===== src/rtl/lu_pkg.sv =====
package lu_pkg;
  localparam int unsigned NUM_SRC    = 2;
  localparam int unsigned SRC_A_IDX  = 0;
  localparam int unsigned SRC_B_IDX  = 1;

  function automatic logic any_hit(input logic [NUM_SRC-1:0] hits);
    return |hits;
  endfunction
endpackage


===== src/rtl/lu_operand_cmp.sv =====
module lu_operand_cmp #(
  parameter int unsigned REG_W   = 5,
  parameter int unsigned NUM_SRC = 2
) (
  input  logic [REG_W-1:0]         dest,
  input  logic [NUM_SRC*REG_W-1:0] srcs,
  output logic [NUM_SRC-1:0]       hits
);
  function automatic logic same_reg(input logic [REG_W-1:0] a,
                                    input logic [REG_W-1:0] b);
    return (a == b);
  endfunction

  for (genvar i = 0; i < NUM_SRC; i++) begin : g_src
    assign hits[i] = same_reg(dest, srcs[i*REG_W +: REG_W]);
  end
endmodule


===== src/rtl/lu_stall_gen.sv =====
module lu_stall_gen
  import lu_pkg::*;
(
  input  logic               is_load,
  input  logic [NUM_SRC-1:0] hits,
  output logic               hazard,
  output logic               pc_we,
  output logic               fd_we,
  output logic               bubble
);
  always_comb begin
    hazard = is_load && any_hit(hits);
    pc_we  = !hazard;
    fd_we  = !hazard;
    bubble = hazard;
  end
endmodule


===== src/rtl/load_use_stall.sv =====
module load_use_stall
  import lu_pkg::*;
#(
  parameter int unsigned REG_W = 5
) (
  input  logic             ex_is_load,
  input  logic [REG_W-1:0] ex_dest,
  input  logic [REG_W-1:0] dec_src_a,
  input  logic [REG_W-1:0] dec_src_b,
  output logic             pc_write_en,
  output logic             fd_write_en,
  output logic             ex_bubble
);
  localparam int unsigned SRC_BITS = NUM_SRC * REG_W;

  logic [SRC_BITS-1:0] src_flat;
  logic [NUM_SRC-1:0]  match_vec;
  logic                hazard_evt;

  always_comb begin
    src_flat = '0;
    src_flat[SRC_A_IDX*REG_W +: REG_W] = dec_src_a;
    src_flat[SRC_B_IDX*REG_W +: REG_W] = dec_src_b;
  end

  lu_operand_cmp #(.REG_W(REG_W), .NUM_SRC(NUM_SRC)) u_cmp (
    .dest (ex_dest),
    .srcs (src_flat),
    .hits (match_vec)
  );

  lu_stall_gen u_gen (
    .is_load (ex_is_load),
    .hits    (match_vec),
    .hazard  (hazard_evt),
    .pc_we   (pc_write_en),
    .fd_we   (fd_write_en),
    .bubble  (ex_bubble)
  );

  always_comb begin
    if (!ex_is_load)
      assert_no_load_no_stall_R1: assert (!ex_bubble && pc_write_en);
    if (ex_is_load && ex_dest == dec_src_a)
      assert_src_a_stall_R2: assert (ex_bubble);
    if (ex_is_load && ex_dest == dec_src_b)
      assert_src_b_stall_R3: assert (ex_bubble);
    assert_enables_agree_R4: assert (pc_write_en == fd_write_en);
    assert_bubble_inverse_R5: assert (ex_bubble == !pc_write_en);
    if (ex_bubble)
      assert_no_false_stall_R6: assert (ex_is_load &&
        (ex_dest == dec_src_a || ex_dest == dec_src_b));
    if (hazard_evt)
      assert_hazard_holds_front_R4: assert (!fd_write_en);
  end
endmodule


===== config.mk =====
export PLATFORM = sky130hd
export DESIGN_NAME = load_use_stall
export DESIGN_NICKNAME = d
export VERILOG_FILES = /design/src/rtl/lu_pkg.sv /design/src/rtl/lu_operand_cmp.sv /design/src/rtl/lu_stall_gen.sv /design/src/rtl/load_use_stall.sv
export SDC_FILE = /design/constraint.sdc
export NUM_CORES = 1
export LEC_CHECK = 0
export ABC_AREA = 0
export BUFFER_PORTS_ARGS = -buffer_cell sky130_fd_sc_hd__buf_4
export CORE_AREA = 5 5 42 44
export DETAILED_ROUTE_END_ITERATION = 10
export DIE_AREA = 0 0 47 49
export GPL_ROUTABILITY_DRIVEN = 0
export SYNTH_ARGS = -nofsm -noshare
export SYNTH_HDL_FRONTEND = slang
export SYNTH_SLANG_ARGS = --single-unit

===== constraint.sdc =====
create_clock -name vclk -period 1.1
set_input_delay 0.11 -clock vclk [all_inputs]
set_output_delay 0.11 -clock vclk [all_outputs]
set_load 0.005 [all_outputs]

# Word level (Yosys, flattened, before mapping)
# Cells that the tools add are included.
# classes
eq_ne,2
n_reduce_logical,3
# op_table
cell,n
== test 5 bit,2
OR reduction 2 bit,1
logical AND 1 bit,1
zero test 1 bit,1
# word_totals
wordCells,5
output_inout_bits,3
register_bits,0

# Longest topological paths before layout
# logic_depth
depth_word,4
depth_mapped,4
mapped_depth_nobuf,3

# Cells and area by module
# From an unflattened synthesis, not the netlist that was laid out.
# unflattened
hier_cells,18
area_unflattened_um2,145.1
# by_module_without_submodules
module,instances,area_each_um2,seq_area_each_um2,cells_each
lu_operand_cmp,1,117.6,0.0,14
lu_stall_gen,1,27.5,0.0,4

# Least setup slack after synthesis
# OpenSTA, ideal clock, no wires.
# synth_timing
path_type,input-to-output
startpoint,input dec_src_a[3]
endpoint,output pc_write_en
arrival_ns,0.731
slack_ns,0.259
stages,4
path_cell_list,xnor2_1 nand4_1 o22a_1 buf_4
# synth_via
elab_chain_len,4
# synth_rtl
element,line_no,rtl
start: declaration,load_use_stall.sv:8,"input logic [REG_W-1:0] dec_src_a,"
== test 5 bit,n/a,
OR reduction 2 bit,lu_pkg.sv:7,return |hits;
logical AND 1 bit,lu_stall_gen.sv:12,hazard = is_load && any_hit(hits);
zero test 1 bit,n/a,
end: declaration,load_use_stall.sv:10,"output logic pc_write_en,"
# No other way between the ends.

# Final worst setup path
# layout_timing
startpoint,input ex_dest[4]
endpoint,output fd_write_en
# layout_via
elab_chain_len,4
word_cells_on_any_way,5
cone_classes,eq/ne (2); reduce/logical (3)
# layout_rtl
element,line_no,rtl
start: declaration,load_use_stall.sv:7,"input logic [REG_W-1:0] ex_dest,"
== test 5 bit (on tied branches),n/a,
OR reduction 2 bit (*),lu_pkg.sv:7,
logical AND 1 bit (*),lu_stall_gen.sv:12,
zero test 1 bit (*),lu_stall_gen.sv:14,fd_we = !hazard;
end: declaration,load_use_stall.sv:11,"output logic fd_write_en,"
# Mark *: on every way between the ends. The rest lies on a longest branch, timed or not.

==> impl_metrics.py <==
metrics = {
    "routing": {
        "vias_per_cell": 3.61,
        "wl_per_cell_microns": 8.41,
        "vias": 184,
        "drt-pass1-iter-count": 2,
        "ant_nets": 0,
        "routed_wl_microns": 429,
        "drc": 0,
        "drt_first_iter_violations": 1,
    },
    "die": {
        "die_area_sq_um": 2300,
        "ios": 19,
        "die_h_microns": 49,
        "core_area_sq_um": 1400,
        "fp-row-count": 14,
        "start_util_pct": 9.29,
        "dieWidth_microns": 47,
    },
    "finish": {
        "final_layout_size_suffix_gt1_share_pct": 60.0,
        "seq_area_sq_um": 0,
        "final_cell_count_no_fill": 51,
        "layout_commonest_cell": "buf_4",
        "areaGrowthSynthToFinish_pct": 131,
        "diodes": 0,
        "layout_common_cells": "buf_4 (19), xnor2_1 (8), xnor2_2 (2), nand4_1 (2), nand2_1 (2)",
        "num-fill-cells": 167,
        "clock_buffers": 0,
        "multi_input_area_sq_um": 138,
        "fin_nets": 53,
        "seq_cell_count": 0,
    },
    "synth": {
        "synth_top_area_share_pct": 67.3,
        "syn-num-nets": 33,
        "syn_area_per_cell_sq_um": 7.65,
        "netlist.top_cell.by_area": "xnor2_1",
        "netlist_instances": 17,
        "synth_area_leaders": "xnor2_1 (67%), nand4_1 (9.6%), o22a_1 (6.7%)",
        "synth_seq_area_share_pct": 0,
        "yosysUniqueCellTypes": 6,
        "netlist_area_sq_um": 130,
        "yosys_warnings": 0,
    },
    "grt": {
        "antenna_found_initial": 0,
        "grt_pass1_vias": 179,
        "grt_remaining_overflow": 0,
        "grt_max_degree": 3,
        "grt_pass1_wl_microns": 669,
        "grt_use_total_pct": 3.58,
    },
    "sta": {
        "period_needed_ps": 1020,
        "tightest_slew_ps": 137,
        "max-slew-margin-rel_pct": 90.8,
        "slew_viol_final": 0,
        "fin_tns_setup_ps": 0,
        "layout_setup_ws_ps": 84.1,
        "rsz0062_at_grt": "no",
        "fin_crit_sh_pct": 92.4,
        "hold_violations": 0,
        "fmax_ghz": 0.984,
        "setup-violations-final": 0,
    },
    "worst_setup_path": {
        "crit_start": "ex_dest[4]",
        "arrival_ps": 910,
        "path_cells": "buf_4 > xnor2_2 > nand4_1 > o22a_1 > buf_4",
        "cp-end-kind": "output pin",
        "cp-endpoint": "fd_write_en",
        "cpMaxStageDelayCell": "o22a_1",
        "critPathLaunchType": "input pin",
        "crit_type": "input pin to output pin",
        "slowest_delay_ps": 220,
        "cp_max_fo": 2,
        "required_ps": 990,
        "cpMostUsedCell": "buf_4",
    },
    "power_and_ir_drop": {
        "max-vdd-ir-drop_mv": 0.0946,
        "leakage_uw": 0.000130,
        "powerDensity_nw_per_um2": 368,
    },
    "placed_design": {
        "preCtsSetupSlack_ps": 69.4,
        "dp.cells": 51,
        "port-buffer-count": 19,
    },
    "clocking": {
        "cts_resized": 0,
        "cts_hold_buf": 0,
        "post-cts-setup-buffer-count": 0,
    },
    "job": {
        "maxCapViolCount": 0,
    },
    "run_status": {
        "status": "complete, no violations",
    },
    "min_path": {
        "hold_path_class": "input pin to output pin",
    },
}
-- per-stage QoR --
| stage | hold WS (ps) | util [%] | instance area, sq um | power, uW |
|---|---|---|---|---|
| 2_1_floorplan | 342 | - | 130 | 43.7 |
| 3_3_place_gp | 596 | 20.4 | 285 | 105 |
| 3_5_place_dp | 593 | 20.4 | 285 | 105 |
| 4_1_cts | 595 | 20.4 | 285 | 105 |
| 5_1_grt | 622 | 21.4 | 300 | 121 |
| 6_report | 596 | 21.4 | 300 | 111 |
-- logic make-up after synthesis --
kind of cell	Yosys count	synth area share, %
simple gates	4	15.4
buf+inv	1	5.77
xor+xnor	10	67.3
compound gates	2	11.5
-- critical path, delay by kind of cell --
kind,cells,cell delay (ps)
compound gates,1,220
xor+xnor,1,150
buf+inv,2,270
simple gates,1,150
-- power breakdown --
group	internal, uW	total (uW)	switching (uW)
clock	0	0	0
sequential	0	0	0
combinational	73.5	111	37.1
-- layout make-up --
| type | instances | area share [%] |
|---|---|---|
| Multi-Input combinational cell | 16 | 45.8 |
| Tap cell | 16 | 6.67 |
| Timing Repair Buffer | 19 | 47.5 |
-- how the worst min path moves through the flow --
stage / start / end / cells after the start
2_1_floorplan: ex_is_load / ex_bubble / 2
3_3_place_gp: ex_is_load / ex_bubble / 4
3_5_place_dp: ex_is_load / ex_bubble / 4
4_1_cts: ex_is_load / ex_bubble / 4
5_1_grt: ex_is_load / ex_bubble / 4
6_report: ex_is_load / ex_bubble / 4
-- cells in the mapped netlist --
library cell and n:
o22ai_1 1, o22a_1 1, nand2_1 2, buf_4 1, xnor2_1 10, nand4_1 2
-- per-layer routing --
| metal | vias to the layer above | GRT usage (%) | wire, microns | part of all wire (%) |
|---|---|---|---|---|
| li1 | 95 | - | - | - |
| met4 | 0 | 0 | 0 | 0 |
| met1 | 74 | 5.00 | 180 | 42 |
| met5 | - | 0 | 0 | 0 |
| met3 | 0 | 0.369 | 84 | 20 |
| met2 | 15 | 6.11 | 164 | 38 |
(Power assumes the default switching activity.)
